### config.mk
export PLATFORM = sky130hd
export DESIGN_NAME = uart_rx_line
export DESIGN_NICKNAME = d
export VERILOG_FILES = /design/src/rtl/uart_rx_line.sv
export SDC_FILE = /design/constraint.sdc
export NUM_CORES = 1
export LEC_CHECK = 0
export ABC_CLOCK_PERIOD_IN_PS = 1700
export BUFFER_PORTS_ARGS = -buffer_cell sky130_fd_sc_hd__buf_2
export CAP_MARGIN = 20
export CORE_AREA = 2 2 76 78
export CTS_CLUSTER_DIAMETER = 60
export DETAILED_ROUTE_END_ITERATION = 10
export DIE_AREA = 0 0 78 80
export PLACE_DENSITY_LB_ADDON = 0.12
export SYNTH_ARGS = -nofsm -noshare
export SYNTH_HDL_FRONTEND = slang
export SYNTH_SLANG_ARGS = --single-unit
### constraint.sdc
create_clock -name clk -period 1.7 [get_ports clk]
set_clock_uncertainty 0.05 [all_clocks]
set_input_delay 0.34 -clock clk [delete_from_list [all_inputs] [get_ports clk]]
set_output_delay 0.34 -clock clk [all_outputs]
set_load 0.01 [all_outputs]
### src/rtl/uart_rx_line.sv
module uart_rx_line #(
  parameter int OSR = 16
) (
  input  logic       clk,
  input  logic       rst_n,
  input  logic       tick16,
  input  logic       rxd,
  input  logic [1:0] wlen,
  input  logic       par_en,
  input  logic       par_even,
  input  logic       par_inv,
  input  logic       rd_buf,
  input  logic       rd_stat,
  output logic [7:0] rx_byte,
  output logic       data_ready,
  output logic       overrun,
  output logic       parity_err,
  output logic       framing_err,
  output logic       break_rx
);
  localparam int CW  = $clog2(OSR);
  localparam int MID = OSR / 2;

  typedef enum logic [2:0] {S_IDLE, S_START, S_DATA, S_PAR, S_STOP, S_HOLD} st_t;

  st_t        st;
  logic [1:0] sync;
  logic [CW-1:0] cnt;
  logic [2:0] bitn;
  logic [7:0] shreg;
  logic       par_acc, seen_one;

  wire rx_s      = sync[1];
  wire at_mid    = tick16 && cnt == CW'(MID - 1);
  wire at_end    = tick16 && cnt == CW'(OSR - 1);
  wire [2:0] last_bit = 3'd4 + {1'b0, wlen};
  wire char_done = (st == S_STOP) && at_end;
  wire [7:0] data_w = shreg >> (2'd3 - wlen);
  wire par_bad   = par_en && (par_acc == (par_even ^ par_inv));
  wire stop_bad  = !rx_s;
  wire brk       = !rx_s && !seen_one;

  always_ff @(posedge clk or negedge rst_n)
    if (!rst_n) sync <= 2'b11;
    else        sync <= {sync[0], rxd};

  always_ff @(posedge clk or negedge rst_n) begin
    if (!rst_n) begin
      st       <= S_IDLE;
      cnt      <= '0;
      bitn     <= '0;
      shreg    <= '0;
      par_acc  <= 1'b0;
      seen_one <= 1'b0;
    end else if (tick16) begin
      case (st)
        S_IDLE:
          if (!rx_s) begin
            st  <= S_START;
            cnt <= '0;
          end
        S_START:
          if (at_mid) begin
            cnt      <= '0;
            bitn     <= '0;
            par_acc  <= 1'b0;
            seen_one <= 1'b0;
            st       <= rx_s ? S_IDLE : S_DATA;
          end else cnt <= cnt + 1'b1;
        S_DATA:
          if (at_end) begin
            cnt      <= '0;
            shreg    <= {rx_s, shreg[7:1]};
            par_acc  <= par_acc ^ rx_s;
            seen_one <= seen_one | rx_s;
            if (bitn == last_bit) st <= par_en ? S_PAR : S_STOP;
            else bitn <= bitn + 1'b1;
          end else cnt <= cnt + 1'b1;
        S_PAR:
          if (at_end) begin
            cnt      <= '0;
            par_acc  <= par_acc ^ rx_s;
            seen_one <= seen_one | rx_s;
            st       <= S_STOP;
          end else cnt <= cnt + 1'b1;
        S_STOP:
          if (at_end) begin
            cnt <= '0;
            st  <= rx_s ? S_IDLE : S_HOLD;
          end else cnt <= cnt + 1'b1;
        S_HOLD:
          if (rx_s) st <= S_IDLE;
        default: st <= S_IDLE;
      endcase
    end
  end

  always_ff @(posedge clk or negedge rst_n) begin
    if (!rst_n) begin
      rx_byte     <= '0;
      data_ready  <= 1'b0;
      overrun     <= 1'b0;
      parity_err  <= 1'b0;
      framing_err <= 1'b0;
      break_rx    <= 1'b0;
    end else if (char_done) begin
      rx_byte     <= data_w;
      data_ready  <= 1'b1;
      overrun     <= (overrun && !rd_stat) || (data_ready && !rd_buf);
      parity_err  <= (parity_err && !rd_stat) || par_bad;
      framing_err <= (framing_err && !rd_stat) || stop_bad;
      break_rx    <= (break_rx && !rd_stat) || brk;
    end else begin
      if (rd_buf) data_ready <= 1'b0;
      if (rd_stat) begin
        overrun     <= 1'b0;
        parity_err  <= 1'b0;
        framing_err <= 1'b0;
        break_rx    <= 1'b0;
      end
    end
  end

  AST_DR_SET: assert property (@(posedge clk) disable iff (!rst_n)
    char_done |=> data_ready);
  AST_DR_CLEAR: assert property (@(posedge clk) disable iff (!rst_n)
    rd_buf && !char_done |=> !data_ready);
  AST_OVR_SET: assert property (@(posedge clk) disable iff (!rst_n)
    char_done && data_ready && !rd_buf |=> overrun);
  AST_STAT_CLEAR: assert property (@(posedge clk) disable iff (!rst_n)
    rd_stat && !char_done |=> !overrun && !parity_err && !framing_err && !break_rx);
  AST_STAT_KEEP_DR: assert property (@(posedge clk) disable iff (!rst_n)
    rd_stat && !rd_buf && !char_done |=> data_ready == $past(data_ready) && $stable(rx_byte));
  AST_BRK_HAS_FE: assert property (@(posedge clk) disable iff (!rst_n)
    break_rx |-> framing_err);
  AST_SHORT_ZERO: assert property (@(posedge clk) disable iff (!rst_n)
    char_done && wlen == 2'b00 |=> rx_byte[7:5] == 3'b000);
  AST_NO_PAR_ERR: assert property (@(posedge clk) disable iff (!rst_n)
    char_done && !par_en && !parity_err |=> !parity_err);
  AST_HOLD_NO_START: assert property (@(posedge clk) disable iff (!rst_n)
    st == S_HOLD && !rx_s |=> st == S_HOLD);
endmodule

==> results list <==
- Outcome: complete, no violations
- Number of clock sinks: 35
* Design internal power: 1.87 mW
* Mean number of vias per cell: 5.02
- Counting flops with an async set or reset pin after synthesis yields a share of 100%.
- Peak supply drop: 0.576 mV
* Routed wirelength normalized by instance count: 13.7 µm
* Lkg Pwr: 1.18 nW
- Area share of the largest cell type after synthesis: 44.5%
- Pin count of the biggest net entering global routing: 36
- The die is 80 µm tall.
- Max-cap viol count: 0
* Required time at the worst-slack endpoint: 1.83 ns
* Final setup vio count: 0
- Number of global-route vias before repair: 1,438
- For this run, the detailed router's first-pass iteration total came to 4.
- End of the worst register-to-register path: par_acc$_DFFE_PN0P_
- CP endpoint kind: register
- RSZ-0062 raised after global routing: yes
- The number of antenna violations at the first check in global routing came to 0.
- Summing the sequential cell areas from Yosys gives 47.3% of the chip area.
* Cell family contributing the most delay on the critical path: simple AND/OR/NAND/NOR gates
- Clock tree synthesis inserted a total of 5 buffers.
- Clock network fraction of design power: 27.1%
- Final worst hold slack: 0.0219 ns
- Final hold vios: 0
- Maximum single-stage delay on the critical path: 0.45 ns
- Max Buffers Root-to-Sink: 2
* Commonest non-fill, non-tap cell in the layout: dfrtp_1
- Post-synthesis net count: 186
* Gpl congestion: 0.903
- In this run the register-to-register setup slack is 0.03 ns.
* Fraction of power spent switching nets: 32.4%
- Pwr/cell area: 1140 mW/mm²
- Unique cell type count in the Yosys netlist: 50
- Synthesized instance count: 173
- Count of buffering cells on the critical path with inverters included: 0
- Sum of negative setup slack: 0 ns
* Count of pins over their slew limit: 0
- Share of final-layout standard cells stronger than drive strength 1: 41.8%
* Fin crit share: 98.2%
- A synthesized cell averages 10.7 µm².
* Routed wire length: 4080 µm
- Reg-to-Reg Start: st[1]$_DFFE_PN0P_
- Slew at the pin closest to its max-slew limit: 0.485 ns
- Core Footprint: 0.00541 mm²
- After synthesis the netlist holds a flip-flop and latch count of 35.
- Cell-by-cell trace of the critical path: nor4b_2 > nand4_1 > a22o_1 > mux2_4
- Total congestion overflow after global routing: 0
- First-pass GRT wire length: 6730 µm
- Worst min-delay path class: in -> async
- Area Growth Syn to Fin: 30.5%
- Counting flops with a built-in enable in the synthesized netlist gives 0.
* Synth area leaders: dfrtp_1, mux2_2, nand2_1
- The share of total power dissipated in combinational logic is 36.3%.
- Post-Synthesis Cell Area: 0.00186 mm²
- Power dissipated by switching net loads: 0.897 mW
- The detailed router placed 1,492 vias in this run.
- The most used flip-flop cell after synthesis is dfrtp_1.
- The biggest area contributor in the post-synthesis netlist is dfrtp_1.
- Buffers placed on the I/O ports in this run total 23.
- In this run the tightest slew margin relative to its limit is 66.8%.
- Starting density of the core: 34.4%
- The floorplan has 27 rows.
- Timing would allow up to 0.599 GHz.
- After clock tree synthesis, the clock-pin slew on the worst setup and hold paths is 0.07 ns.
* Count of boundary I/O pins: 24
- The floorplan step defined a die boundary enclosing 0.00624 mm².
- Number of antenna-violating nets in the routed design: 0
* Count of yosys warnings during synthesis: 0
- Data arrival time of the worst path: 1.80 ns
- CTS built an H-tree with a depth of 2.
- After legalization and detailed placement, the total HPWL measured 2910 µm.
- Critical path start-end classification: reg -> reg
- The net count of the finished layout is 237.
- The tree is rooted in a clkbuf_8.
* R2r worst-path depth: 4
- The repair_antennas step left the layout with diodes totalling 0.
- In the global route stage, overall resource usage came out at 13.8%.
- Critical Path Source Type: register
- For the worst-skew pair, the clock arrives at the later sink with an insertion delay of 0.29 ns.
* TritonCTS clock tree: built
- # DRC: 0
- The library cells used most frequently in the layout, excluding fill and tap cells, are dfrtp_1, buf_4, buf_2.
* Final critical delay including setup and external delays: 1.67 ns
- Fraction of power consumed by sequential logic: 36.6%
* Worst-path cell with the longest stage delay: dfrtp_2
- Of all nets on the critical path, the largest fanout is 5.
* Iteration-0 DRC count of the detailed router: 51
* Width of the chip: 78 µm
==> synthesized netlist by cell type (3+ instances only) <==
master and number:
a21oi_1 5, and3_1 4, buf_2 3, dfrtp_1 33, inv_1 8, mux2_2 12, mux2i_1 5, nand2_1 20
nand3_1 6, nand3_2 3, nor2_1 7, o21ai_0 15, xnor2_1 3
==> worst max-delay path by stage <==
stage	startpoint	end	slack [ns]	cells past startpoint
final	st[1]$_DFFE_PN0P_	par_acc$_DFFE_PN0P_	0.03	4
after CTS	cnt[1]$_DFFE_PN0P_	st[0]$_DFFE_PN0P_	-0.04	5
after detailed placement	cnt[1]$_DFFE_PN0P_	st[0]$_DFFE_PN0P_	-0.03	5
after global placement	st[1]$_DFFE_PN0P_	bitn[1]$_DFFE_PN0P_	-0.02	4
after global routing	st[1]$_DFFE_PN0P_	par_acc$_DFFE_PN0P_	-0.05	4
after floorplan	cnt[0]$_DFFE_PN0P_	bitn[1]$_DFFE_PN0P_	0.02	5
==> sequential cells by signal (all words and copies together), names as in the netlist <==
register	flops
rx_byte	8
cnt	4
framing_err	1
bitn	3
data_ready	1
shreg	8
parity_err	1
st	3
break_rx	1
overrun	1
seen_one	1
sync	2
par_acc	1
==> routing by layer <==
| layer | vias to the layer above | part of all wire (%) | wire [µm] | GRT usage, % |
|---|---|---|---|---|
| met5 | - | 0 | 0 | 0 |
| met2 | 37 | 46 | 1860 | 21.9 |
| met3 | 9 | 4.2 | 173 | 3.96 |
| met1 | 714 | 48 | 1940 | 17.5 |
| met4 | 0 | 2.5 | 103 | 5.79 |
| li1 | 732 | - | - | - |
==> area by class of cell <==
class / instances / area, µm²
inverters: 8 / 30.0
multi-input cells: 122 / 962
fillers: 521 / 2980
repair buffers: 52 / 345
flip-flops and latches: 35 / 882
well taps: 72 / 90.1
clock inverters: 3 / 43.8
clock buffers: 5 / 68.8
==> power by group through the flow <==
stage,Combinational (mW),Clock [mW],Sequential (mW)
detailed placement,0.889,0,1.02
floorplan,0.540,0,0.990
global route,1.11,0.816,1.03
CTS,0.894,0.774,1.00
finish,1.00,0.750,1.01
global placement,0.880,0,1.01
==> per-stage QoR <==
| stage | setup WS, ns | utilization, % | instance area, µm² | power [mW] | std cells |
|---|---|---|---|---|---|
| after floorplan | 0.0153 | - | 1860 | 1.53 | 173 |
| after global placement | -0.0169 | 41.0 | 2210 | 1.90 | 285 |
| after detailed placement | -0.0271 | 41.0 | 2210 | 1.90 | 285 |
| after CTS | -0.0355 | 43.3 | 2340 | 2.67 | 294 |
| after global routing | -0.0484 | 44.8 | 2420 | 2.95 | 297 |
| final | 0.0298 | 44.8 | 2420 | 2.77 | 297 |
==> cells by family after synthesis <==
logic type / share of synthesized area [%]
XOR/XNOR: 1.89
multiplexers: 12.6
flip-flops: 47.3
AND/OR/NAND/NOR: 18.1
buffers and inverters: 4.45
AO/OA/AOI/OAI: 14.3
adder cells (fa/ha/maj): 1.35
==> timing repair <==
| item | 4_1_cts | 5_1_grt |
|---|---|---|
| setup endpoints to repair | 4 | 13 |
| hold buffers | 0 | 0 |
| setup buffers | 1 | 3 |
| pin swaps | 1 | 4 |
| gates resized for setup | 2 | 15 |
No activity file was read; power rests on OpenSTA's default activity.
